`src/rtl/cond_eval_pkg.sv`:
```
package cond_eval_pkg;

  localparam int CODE_W = 4;
  localparam int BASE_W = CODE_W - 1;

  // Upper three code bits pick a base relation; bit 0 inverts it.
  typedef enum logic [BASE_W-1:0] {
    BASE_EQ  = 3'd0,
    BASE_UHI = 3'd1,
    BASE_UHS = 3'd2,
    BASE_SGT = 3'd3,
    BASE_SGE = 3'd4,
    BASE_NEG = 3'd5,
    BASE_OVS = 3'd6,
    BASE_ALW = 3'd7
  } base_cond_t;

endpackage

```
`src/rtl/cond_carry_norm.sv`:
```
module cond_carry_norm #(
  parameter bit BORROW_STYLE = 1'b0
) (
  input  logic c_in,
  output logic no_borrow
);
  // Normalise to "A is unsigned-higher-or-same".
  generate
    if (BORROW_STYLE) begin : g_borrow
      assign no_borrow = ~c_in;
    end else begin : g_carry
      assign no_borrow = c_in;
    end
  endgenerate
endmodule

```
`src/rtl/cond_unsigned.sv`:
```
module cond_unsigned (
  input  logic no_borrow,
  input  logic z,
  output logic u_hs,
  output logic u_hi
);
  assign u_hs = no_borrow;
  assign u_hi = no_borrow & ~z;

  always_comb begin
    AST_UHI_IMPLIES_UHS: assert (!u_hi || u_hs);
  end
endmodule

```
`src/rtl/cond_signed.sv`:
```
module cond_signed (
  input  logic n,
  input  logic v,
  input  logic z,
  output logic s_ge,
  output logic s_gt
);
  assign s_ge = ~(n ^ v);
  assign s_gt = s_ge & ~z;

  always_comb begin
    AST_SGT_IMPLIES_SGE: assert (!s_gt || s_ge);
  end
endmodule

```
`src/rtl/cond_eval.sv`:
```
module cond_eval
  import cond_eval_pkg::*;
#(
  parameter bit BORROW_STYLE = 1'b0
) (
  input  logic              flag_n,
  input  logic              flag_z,
  input  logic              flag_c,
  input  logic              flag_v,
  input  logic [CODE_W-1:0] cond_code,
  output logic              take
);
  logic       no_borrow;
  logic       u_hs, u_hi, s_ge, s_gt;
  logic       base_hit;
  base_cond_t base_sel;

  cond_carry_norm #(.BORROW_STYLE(BORROW_STYLE)) u_norm (
    .c_in      (flag_c),
    .no_borrow (no_borrow)
  );

  cond_unsigned u_uns (
    .no_borrow (no_borrow),
    .z         (flag_z),
    .u_hs      (u_hs),
    .u_hi      (u_hi)
  );

  cond_signed u_sgn (
    .n    (flag_n),
    .v    (flag_v),
    .z    (flag_z),
    .s_ge (s_ge),
    .s_gt (s_gt)
  );

  assign base_sel = base_cond_t'(cond_code[CODE_W-1:1]);

  always_comb begin
    unique case (base_sel)
      BASE_EQ:  base_hit = flag_z;
      BASE_UHI: base_hit = u_hi;
      BASE_UHS: base_hit = u_hs;
      BASE_SGT: base_hit = s_gt;
      BASE_SGE: base_hit = s_ge;
      BASE_NEG: base_hit = flag_n;
      BASE_OVS: base_hit = flag_v;
      BASE_ALW: base_hit = 1'b1;
      default:  base_hit = 1'b0;
    endcase
  end

  assign take = base_hit ^ cond_code[0];

  always_comb begin
    AST_EQ_FOLLOWS_Z: assert (cond_code != 4'b0000 || take == flag_z);
    AST_ALWAYS_TAKES: assert (cond_code != 4'b1110 || take);
    AST_NEVER_TAKES:  assert (cond_code != 4'b1111 || !take);
    AST_PAIR_INVERTS: assert (!cond_code[0] || take == !base_hit);
  end
endmodule

```
`config.mk`:
```
export PLATFORM = sky130hd
export DESIGN_NAME = cond_eval
export DESIGN_NICKNAME = d
export VERILOG_FILES = /design/src/rtl/cond_eval_pkg.sv /design/src/rtl/cond_carry_norm.sv /design/src/rtl/cond_unsigned.sv /design/src/rtl/cond_signed.sv /design/src/rtl/cond_eval.sv
export SDC_FILE = /design/constraint.sdc
export NUM_CORES = 1
export LEC_CHECK = 0
export ABC_AREA = 1
export BUFFER_PORTS_ARGS = -buffer_cell sky130_fd_sc_hd__buf_2
export CAP_MARGIN = 20
export CORE_AREA = 2 2 39 41
export DETAILED_ROUTE_END_ITERATION = 8
export DIE_AREA = 0 0 41 43
export GPL_TIMING_DRIVEN = 0
export SLEW_MARGIN = 20
export SYNTH_ARGS = -nofsm -noshare
export SYNTH_HDL_FRONTEND = slang
export SYNTH_SLANG_ARGS = --single-unit
```
`constraint.sdc`:
```
create_clock -name vclk -period 0.92
set_clock_uncertainty 0.15 [all_clocks]
set_input_delay 0.184 -clock vclk [all_inputs]
set_output_delay 0.184 -clock vclk [all_outputs]
set_load 0.02 [all_outputs]
```
==> results of run 1 <==
[critical path, delay by kind of cell]
family	cells	cell delay (ns)
and+or+nand+nor	8	0.45
buffers and inverters	2	0.24
[power by group through the flow]
| stage | Sequential (mW) | Clock (mW) | Combinational [mW] |
|---|---|---|---|
| 2_1_floorplan | 0 | 0 | 0.0496 |
| 3_3_place_gp | 0 | 0 | 0.0859 |
| 3_5_place_dp | 0 | 0 | 0.0876 |
| 4_1_cts | 0 | 0 | 0.109 |
| 5_1_grt | 0 | 0 | 0.128 |
| 6_report | 0 | 0 | 0.114 |
[metal layers]
metal / track usage [%] / routed length (um)
met2: 6.88 / 130
met5: 0 / 0
met3: 0 / 35
met4: 0 / 0
met1: 6.65 / 148
[layout make-up]
class / count / share of cell area (%)
Tap cell: 16 / 8.29
Multi-Input combinational cell: 21 / 47.2
Timing Repair Buffer: 9 / 33.7
Inverter: 7 / 10.9
[timing repair]
item / CTS / global route
hold buffers: 0 / 0
gates resized for setup: 11 / 3
pin swaps: 9 / 6
setup endpoints to repair: 1 / 1
hold endpoints to repair: 0 / 0
[synth_stat cells, drive strengths merged]
cell type / number
inv: 7
nand2: 12
nand3: 2
nor2: 5
o21ai: 1
xnor2: 1
[how the worst max path moves through the flow]
stage / startpoint / endpoint
2_1_floorplan: cond_code[2] / take
3_3_place_gp: cond_code[2] / take
6_report: flag_n / take
4_1_cts: cond_code[1] / take
3_5_place_dp: cond_code[2] / take
5_1_grt: cond_code[2] / take
[cell families (layout without fill, tap and decap cells)]
group,count (synthesis),count (layout)
xor+xnor,1,1
simple gates,19,19
compound gates,1,1
buf+inv,7,16
==> summary.md, run 1 <==
| Metric | Value |
|---|---|
| Global-route wire length before repair | `roughly 570 um` |
| Core Rows | `14` |
| Fin cells | `53` |
| Combinational power share | `100.0%` |
| Crit path kind | `in -> out` |
| Final Cycle Share | `133%` |
| Number of detailed-route iterations in the first pass | `3` |
| Min-Delay Path Class | `in -> out` |
| FF+latch count | `0` |
| Die Ht | `roughly 43 um` |
| Final Util | `17.5%` |
| Final Power | `0.114 mW` |
| Startpoint Class | `input port` |
| Most used cell along the critical path | `nand2_1` |
| ANT cells | `0` |
| PwrDens | `470 nW/um^2` |
| Multiplexer share of the synthesized area | `0%` |
| Top-area cell type share of the netlist area | `39.6%` |
| WHS Path Cells | `5` |
| Slew Limit Fails | `0` |
| Final setup viols | `1` |
| Adder-cell share of the synthesized area | `0%` |
| # nets final | `47` |
| Worst vdd ir | `~120 uV` |
| Post-route design area | `roughly 240 um^2` |
| Register area share after synthesis | `0%` |
| Wire length per cell | `5.91 um` |
| Synth warnings | `0` |
| Layout Area Growth over Synthesis | `112%` |
| Cells after synthesis | `28` |
| Cell leakage power | `0.139 nW` |
| RePlAce Congestion | `0.673` |
| Detail Route Antenna Nets | `0` |
| Worst-path maximum fanout | `3` |
| Post-Syn Area | `114 um^2` |
| Multi-input gate area | `114 um^2` |
| Post-detail-place hpwl | `280 um` |
| Max cap viols | `0` |
| GRT Resource Usage Total | `4.30%` |
| Min-Delay Endpoint | `take` |
| WP data arrival | `0.89 ns` |
| Clk pwr share | `0%` |
| Most common library cell in the layout ignoring fill and taps | `nand2_1` |
| FF/Latch Area | `0 um^2` |
| Syn_nets | `36` |
| Switching Share | `47.1%` |
| Die area | `1760 um^2` |
| CP cell instances | `buf_4 > nand2_1 > nand3_1 > nand2_1 > nand2_1 > nand2_1 > nand2_1 > nand2_2 > nand2_2 > buf_6` |
| Post-route DRC | `0` |
| CP max-delay cell | `buf_4` |
| Post-synthesis xor/xnor area fraction | `7.69%` |
| CLK BUF | `0` |
| Die Wd | `just over 40 um` |
| Fillers | `between 150 and 200` |
| Max incr delay on CP | `around 0.12 ns` |
| Cell Int Power | `0.0601 mW` |
| Vias/cell | `3.17` |
| I/O Buffers | `9` |
| Hold Fails Final Rpt | `0` |
| Cell taking the most area after synthesis | `nand2_1` |
| Slew at the pin closest to its max-slew limit | `0.121 ns` |
| Period minus WS final | `1.23 ns` |
| Min-delay src | `cond_code[0]` |
| RSZ-0062 raised after global routing | `true` |
| Setup TNS | `-0.306 ns` |
| Place WS | `-0.391 ns` |
| Inst Count DP | `53` |
| DP Area | `between 150 and 200 um^2` |
| Most frequent cells in the layout | `nand2_1, inv_1, buf_2` |
| Antenna violations before repair | `0` |
| Avg Cell Area, Syn | `4.07 um^2` |
| Postcts setup bufs | `0` |
| Share of cells above drive strength 1 | `between 40 and 50%` |
| Total wire length | `approximately 310 um` |
| Fmax | `about 0.8 GHz` |
| Status | `complete, but fails checks` |
| Via count of the first global-routing pass | `146` |
| Largest net degree at the start of global routing | `6` |
| Core ar. | `between 1000 and 1500 um^2` |
| Slew HR | `91.9%` |
| Overflow after GRT | `0` |
| Reg power frac | `0%` |
| CP required | `0.59 ns` |
| Largest family of logic cells by synthesized area | `simple AND/OR/NAND/NOR gates` |
| DRT iter0 DRCs | `3` |
| Net switching power figure | `0.0534 mW` |
| Vias | `168` |
| Top cells by area, synth | `nand2_1, inv_1, nor2_1, nand3_1, xnor2_1` |
| CP Capture Type | `primary output` |
| Synth Area in Compound Gates | `4.40%` |
| Simple-gate share of the synthesized area | `64.8%` |
| Synth cell types | `6` |
| Failing checks | `negative setup slack` |
| Initial core utilization | `8.23%` |
| Worst hold slack | `roughly 0.57 ns` |
| Final setup margin | `-0.306 ns` |
| Num ports | `9` |
Note: power is estimated with default switching activity, not from simulation.
==> run 2, diff against run 1 <==
- clock period: 0.92 -> 1.3 ns (I/O delays scaled with it)
==> run 2 against run 1 <==
The flow still finishes with violations (negative setup slack). Utilization down 1.2 points. Worst setup slack better by 0.21 ns. Non-clock buffer count unchanged. Hold slack better by 0.15 ns. Die area unchanged. Critical path type unchanged. Largest cell class unchanged.
==> summary.md, run 2 (synthesized netlist as in run 1, its figures left out) <==
| Metric | Value |
|---|---|
| Status | `complete, but fails checks` |
| Failing checks | `negative setup slack` |
| Worst setup path start | `cond_code[1]` |
| Detail Route Antenna Nets | `0 (unchanged)` |
| DRT iter0 DRCs | `1 (-2)` |
| Worst-path maximum fanout | `5 (+2)` |
| Die area | `1760 um^2 (unchanged)` |
| I/O Buffers | `9 (unchanged)` |
| Place WS | `-0.176 ns (+0.215 ns)` |
| CP Capture Type | `primary output` |
| Die Wd | `41 um (unchanged)` |
| Net switching power figure | `0.0351 mW (-34%)` |
| Reg power frac | `0% (unchanged)` |
| Hold Fails Final Rpt | `0 (unchanged)` |
| Number of detailed-route iterations in the first pass | `2 (-1)` |
| Clk pwr share | `0% (unchanged)` |
| FF+latch count | `0 (unchanged)` |
| Min-Delay Path Class | `in -> out` |
| CP required | `0.89 ns (+0.30 ns)` |
| Initial core utilization | `8.23% (unchanged)` |
| Most common library cell in the layout ignoring fill and taps | `nand2_1` |
| Combinational power share | `100.0% (about the same)` |
| WP data arrival | `0.98 ns (+0.09 ns)` |
| Num ports | `9 (unchanged)` |
| Slew at the pin closest to its max-slew limit | `0.151 ns (+0.0298 ns)` |
| PwrDens | `330 nW/um^2 (-30%)` |
| Cell leakage power | `0.136 nW (-2.1%)` |
| Period minus WS final | `1.39 ns` |
| Startpoint Class | `input port` |
| # nets final | `47 (unchanged)` |
| RSZ-0062 raised after global routing | `true` |
| Core Rows | `14 (unchanged)` |
| Wire length per cell | `6.57 um (+11%)` |
| Post-detail-place hpwl | `272 um (-3.1%)` |
| Slew HR | `89.9% (-2.0 points)` |
| Final setup viols | `1 (unchanged)` |
| Final Cycle Share | `107%` |
| Vias | `173 (+3.0%)` |
| Core ar. | `1380 um^2 (unchanged)` |
| Worst hold slack | `0.711 ns (+0.146 ns)` |
| Worst setup path endpoint | `take` |
| Overflow after GRT | `0 (unchanged)` |
| Fmax | `0.718 GHz` |
| Worst vdd ir | `43.0 uV (-64%)` |
| Vias/cell | `3.26 (+3.0%)` |
| Largest net degree at the start of global routing | `6 (unchanged)` |
| RePlAce Congestion | `0.601 (-11%)` |
| Inst Count DP | `53 (unchanged)` |
| Antenna violations before repair | `0 (unchanged)` |
| Post-route DRC | `0 (unchanged)` |
| Final setup margin | `-0.0928 ns (+0.213 ns)` |
| Global-route wire length before repair | `607 um (+6.1%)` |
| Slew Limit Fails | `0 (unchanged)` |
| Fin cells | `53 (unchanged)` |
| Share of cells above drive strength 1 | `37.8% (-2.7 points)` |
| Crit path kind | `in -> out` |
| Final Util | `16.3% (-1.2 points)` |
| Layout Area Growth over Synthesis | `97.8%` |
| Hold_buf cts | `0 (unchanged)` |
| CLK BUF | `0 (unchanged)` |
| Die Ht | `43 um (unchanged)` |
| Max cap viols | `0 (unchanged)` |
| Cell Int Power | `0.0391 mW (-35%)` |
| ANT cells | `0 (unchanged)` |
| Via count of the first global-routing pass | `166 (+14%)` |
| FF/Latch Area | `0 um^2 (unchanged)` |
| Total wire length | `348 um (+11%)` |
| Most frequent cells in the layout | `nand2_1, inv_1, buf_2, buf_6, nor2_1` |
| GRT Resource Usage Total | `4.70% (+0.40 points)` |
| Switching Share | `47.3% (+0.25 points)` |
run 2: cell counts in the layout (fill, tap and decap cells not counted):
Identical to the previous run, type by type.
run 2: power groups by stage:
stage / clock [mW] / sequential, mW / combinational, mW
6_report: 0 / 0 / 0.0743
5_1_grt: 0 / 0 / 0.0837
4_1_cts: 0 / 0 / 0.0726
3_5_place_dp: 0 / 0 / 0.0545
3_3_place_gp: 0 / 0 / 0.0527
2_1_floorplan: 0 / 0 / 0.0312
run 2: how the worst min path moves through the flow:
stage	depth (start not counted)	start	to	slack [ns]
CTS	5	cond_code[0]	take	0.72
global placement	5	cond_code[0]	take	0.72
floorplan	2	cond_code[0]	take	0.56
finish	5	cond_code[0]	take	0.71
global route	4	cond_code[0]	take	0.74
detailed placement	5	cond_code[0]	take	0.73
run 2: metal layers:
layer | track usage, % | share of wire (%) | up-vias
li1 | - | - | 98
met1 | 5.06 | 36 | 69
met2 | 9.06 | 50 | 6
met3 | 1.05 | 13 | 0
met4 | 0 | 0 | 0
met5 | 0 | 0 | -
run 2: area by class of cell:
cell class / instances / area [um^2]
tap: 16 / 20.0
fill: 169 / 1160
timing repair buffer: 9 / 80.1
inverter: 7 / 26.3
multi-input combinational: 21 / 98.8
run 2: per-stage QoR:
step	TNS, ns	power (mW)	instance area (um^2)
3_3_place_gp	-0.153	0.0527	179
3_5_place_dp	-0.176	0.0545	179
2_1_floorplan	0	0.0312	114
5_1_grt	-0.212	0.0837	225
4_1_cts	-0.103	0.0726	223
6_report	-0.0928	0.0743	225
run 2: worst max-delay path, stage by stage:
cell and delay, ns:
buf_8 0.10, o21ai_2 0.12, nor2_1 0.05, nor2_1 0.09, nand2_1 0.08, nand2_1 0.06
nand2_1 0.05, nand2_1 0.06, buf_6 0.11
run 2: what timing repair did:
action                                  CTS  global route
gates resized for setup                  13             2
buffers inserted                          0             0
endpoints found under the setup margin    1             1
pin swaps                                10             3
==> run 3, diff against run 2 <==
- PLACE_DENSITY: default -> 0.36
- SETUP_SLACK_MARGIN: default -> 0.15
==> run 3 against run 2 <==
The run still ends with negative setup slack left. Global-route usage down 1.1 points. Wire length decreased by 4.9%. Hold slack improved by 0.0048 ns. Largest power group unchanged.
==> summary.md, run 3 (synthesized netlist as in run 1, its figures left out) <==
| Metric | Value |
|---|---|
| Max cap viols | `0 (unchanged)` |
| Setup TNS | `-0.0692 ns (+0.0236 ns)` |
| Most common library cell in the layout ignoring fill and taps | `nand2_1` |
| Fin cells | `53 (unchanged)` |
| Hold_buf cts | `0 (unchanged)` |
| Status | `complete, but fails checks` |
| Multi-input gate area | `111 um^2 (+13%)` |
| Min-Delay Endpoint | `take` |
| GRT Resource Usage Total | `3.60% (-1.1 points)` |
| Inst Count DP | `53 (unchanged)` |
| Number of detailed-route iterations in the first pass | `1 (-1)` |
| DRT iter0 DRCs | `0 (-1)` |
| Final setup margin | `-0.0692 ns (+0.0236 ns)` |
| Wire length per cell | `6.25 um (-4.9%)` |
| WP data arrival | `0.96 ns (-0.02 ns)` |
| Antenna violations before repair | `0 (unchanged)` |
| Cell leakage power | `0.140 nW (+2.3%)` |
| Die Wd | `41 um (unchanged)` |
| Final setup viols | `1 (unchanged)` |
| Slew at the pin closest to its max-slew limit | `0.115 ns (-0.0354 ns)` |
| Worst vdd ir | `72.5 uV (+69%)` |
| WHS Path Cells | `4 (-1)` |
| Worst-path maximum fanout | `5 (unchanged)` |
| Final Cycle Share | `105% (-1.8 points)` |
| Failing checks | `negative setup slack` |
| Postcts setup bufs | `0 (unchanged)` |
| Total wire length | `331 um (-4.9%)` |
| Crit path kind | `in -> out` |
| Via count of the first global-routing pass | `135 (-19%)` |
| CP Capture Type | `primary output` |
| Most frequent cells in the layout | `nand2_1, inv_1, buf_2, nor2_1, buf_8` |
| RePlAce Congestion | `0.578 (-3.8%)` |
| I/O Buffers | `9 (unchanged)` |
| Post-route DRC | `0 (unchanged)` |
| CLK BUF | `0 (unchanged)` |
| Largest net degree at the start of global routing | `6 (unchanged)` |
| Num ports | `9 (unchanged)` |
| Global-route wire length before repair | `476 um (-22%)` |
| Layout Area Growth over Synthesis | `115%` |
| Period minus WS final | `1.37 ns (-0.0236 ns)` |
| FF+latch count | `0 (unchanged)` |
| Die area | `1760 um^2 (unchanged)` |
| Min-delay src | `cond_code[0]` |
| Fmax | `0.730 GHz (+1.7%)` |
| RSZ-0062 raised after global routing | `true` |
| Die Ht | `43 um (unchanged)` |
| CP required | `0.89 ns (about the same)` |
| Detail Route Antenna Nets | `0 (unchanged)` |
| # nets final | `47 (unchanged)` |
| Min-Delay Path Class | `in -> out` |
| Core Rows | `14 (unchanged)` |
| PwrDens | `331 nW/um^2 (+0.47%)` |
| Share of cells above drive strength 1 | `43.2% (+5.4 points)` |
| Slew HR | `92.3% (+2.4 points)` |
| Slew Limit Fails | `0 (unchanged)` |
| Fillers | `177 (+4.7%)` |
| Met3 wire length | `16 um (-65%)` |
| FF/Latch Area | `0 um^2 (unchanged)` |
| Hold Fails Final Rpt | `0 (unchanged)` |
| Vias/cell | `3.40 (+4.0%)` |
| Routed wl met2 | `165 um (-5.2%)` |
| Core ar. | `1380 um^2 (unchanged)` |
| Wire length on met1 | `149 um (+17%)` |
| Vias | `180 (+4.0%)` |
| Overflow after GRT | `0 (unchanged)` |
| Place WS | `-0.163 ns (+0.0128 ns)` |
| Max Used Layer | `met3` |
| Startpoint Class | `input port` |
| ANT cells | `0 (unchanged)` |
| Initial core utilization | `8.23% (unchanged)` |
## run 3: cell counts in the layout (fill, tap and decap cells not counted)
Identical to the previous run, type by type.
## run 3: area by class of cell
type / count / area share [%]
timing repair buffer: 9 / 35.7
multi-input combinational: 21 / 45.4
inverter: 7 / 10.7
tap: 16 / 8.16
## run 3: layer usage
layer	up-vias	GRT usage (%)
met3	0	0
met4	0	0
met5	-	0
li1	98	-
met2	5	6.56
met1	77	4.75
## run 3: how the worst max path moves through the flow
stage	end	slack, ns	start	cells past startpoint
after floorplan	take	0.14	cond_code[2]	7
after global placement	take	-0.16	cond_code[2]	9
after detailed placement	take	-0.16	cond_code[2]	9
after CTS	take	-0.11	cond_code[1]	9
after global routing	take	-0.13	flag_n	11
final	take	-0.07	cond_code[1]	9
## run 3: what timing repair did
item / CTS / global route
setup endpoints to repair: 1 / 1
pin swaps: 7 / 7
gates resized for setup: 11 / 6
## run 3: metrics by stage
step / power, mW / area [um^2] / util [%] / hold WS (ns)
2_1_floorplan: 0.0351 / 131 / - / 0.531
3_3_place_gp: 0.0616 / 196 / 14.2 / 0.739
3_5_place_dp: 0.0622 / 196 / 14.2 / 0.745
4_1_cts: 0.0774 / 228 / 16.5 / 0.725
5_1_grt: 0.0893 / 245 / 17.7 / 0.738
6_report: 0.0813 / 245 / 17.7 / 0.716
## run 3: worst max-delay path, stage by stage
cell and delay (ns):
buf_8 0.11, o21ai_2 0.12, nor2_1 0.05, nor2_1 0.08, nand2_1 0.07, nand2_1 0.06, nand2_1 0.05, nand2_2 0.06
buf_6 0.11
## run 3: report_power, final
part / leakage, nW / switching (mW) / internal [mW]
Combinational: 0.140 / 0.0377 / 0.0436
Clock: 0 / 0 / 0
Sequential: 0 / 0 / 0
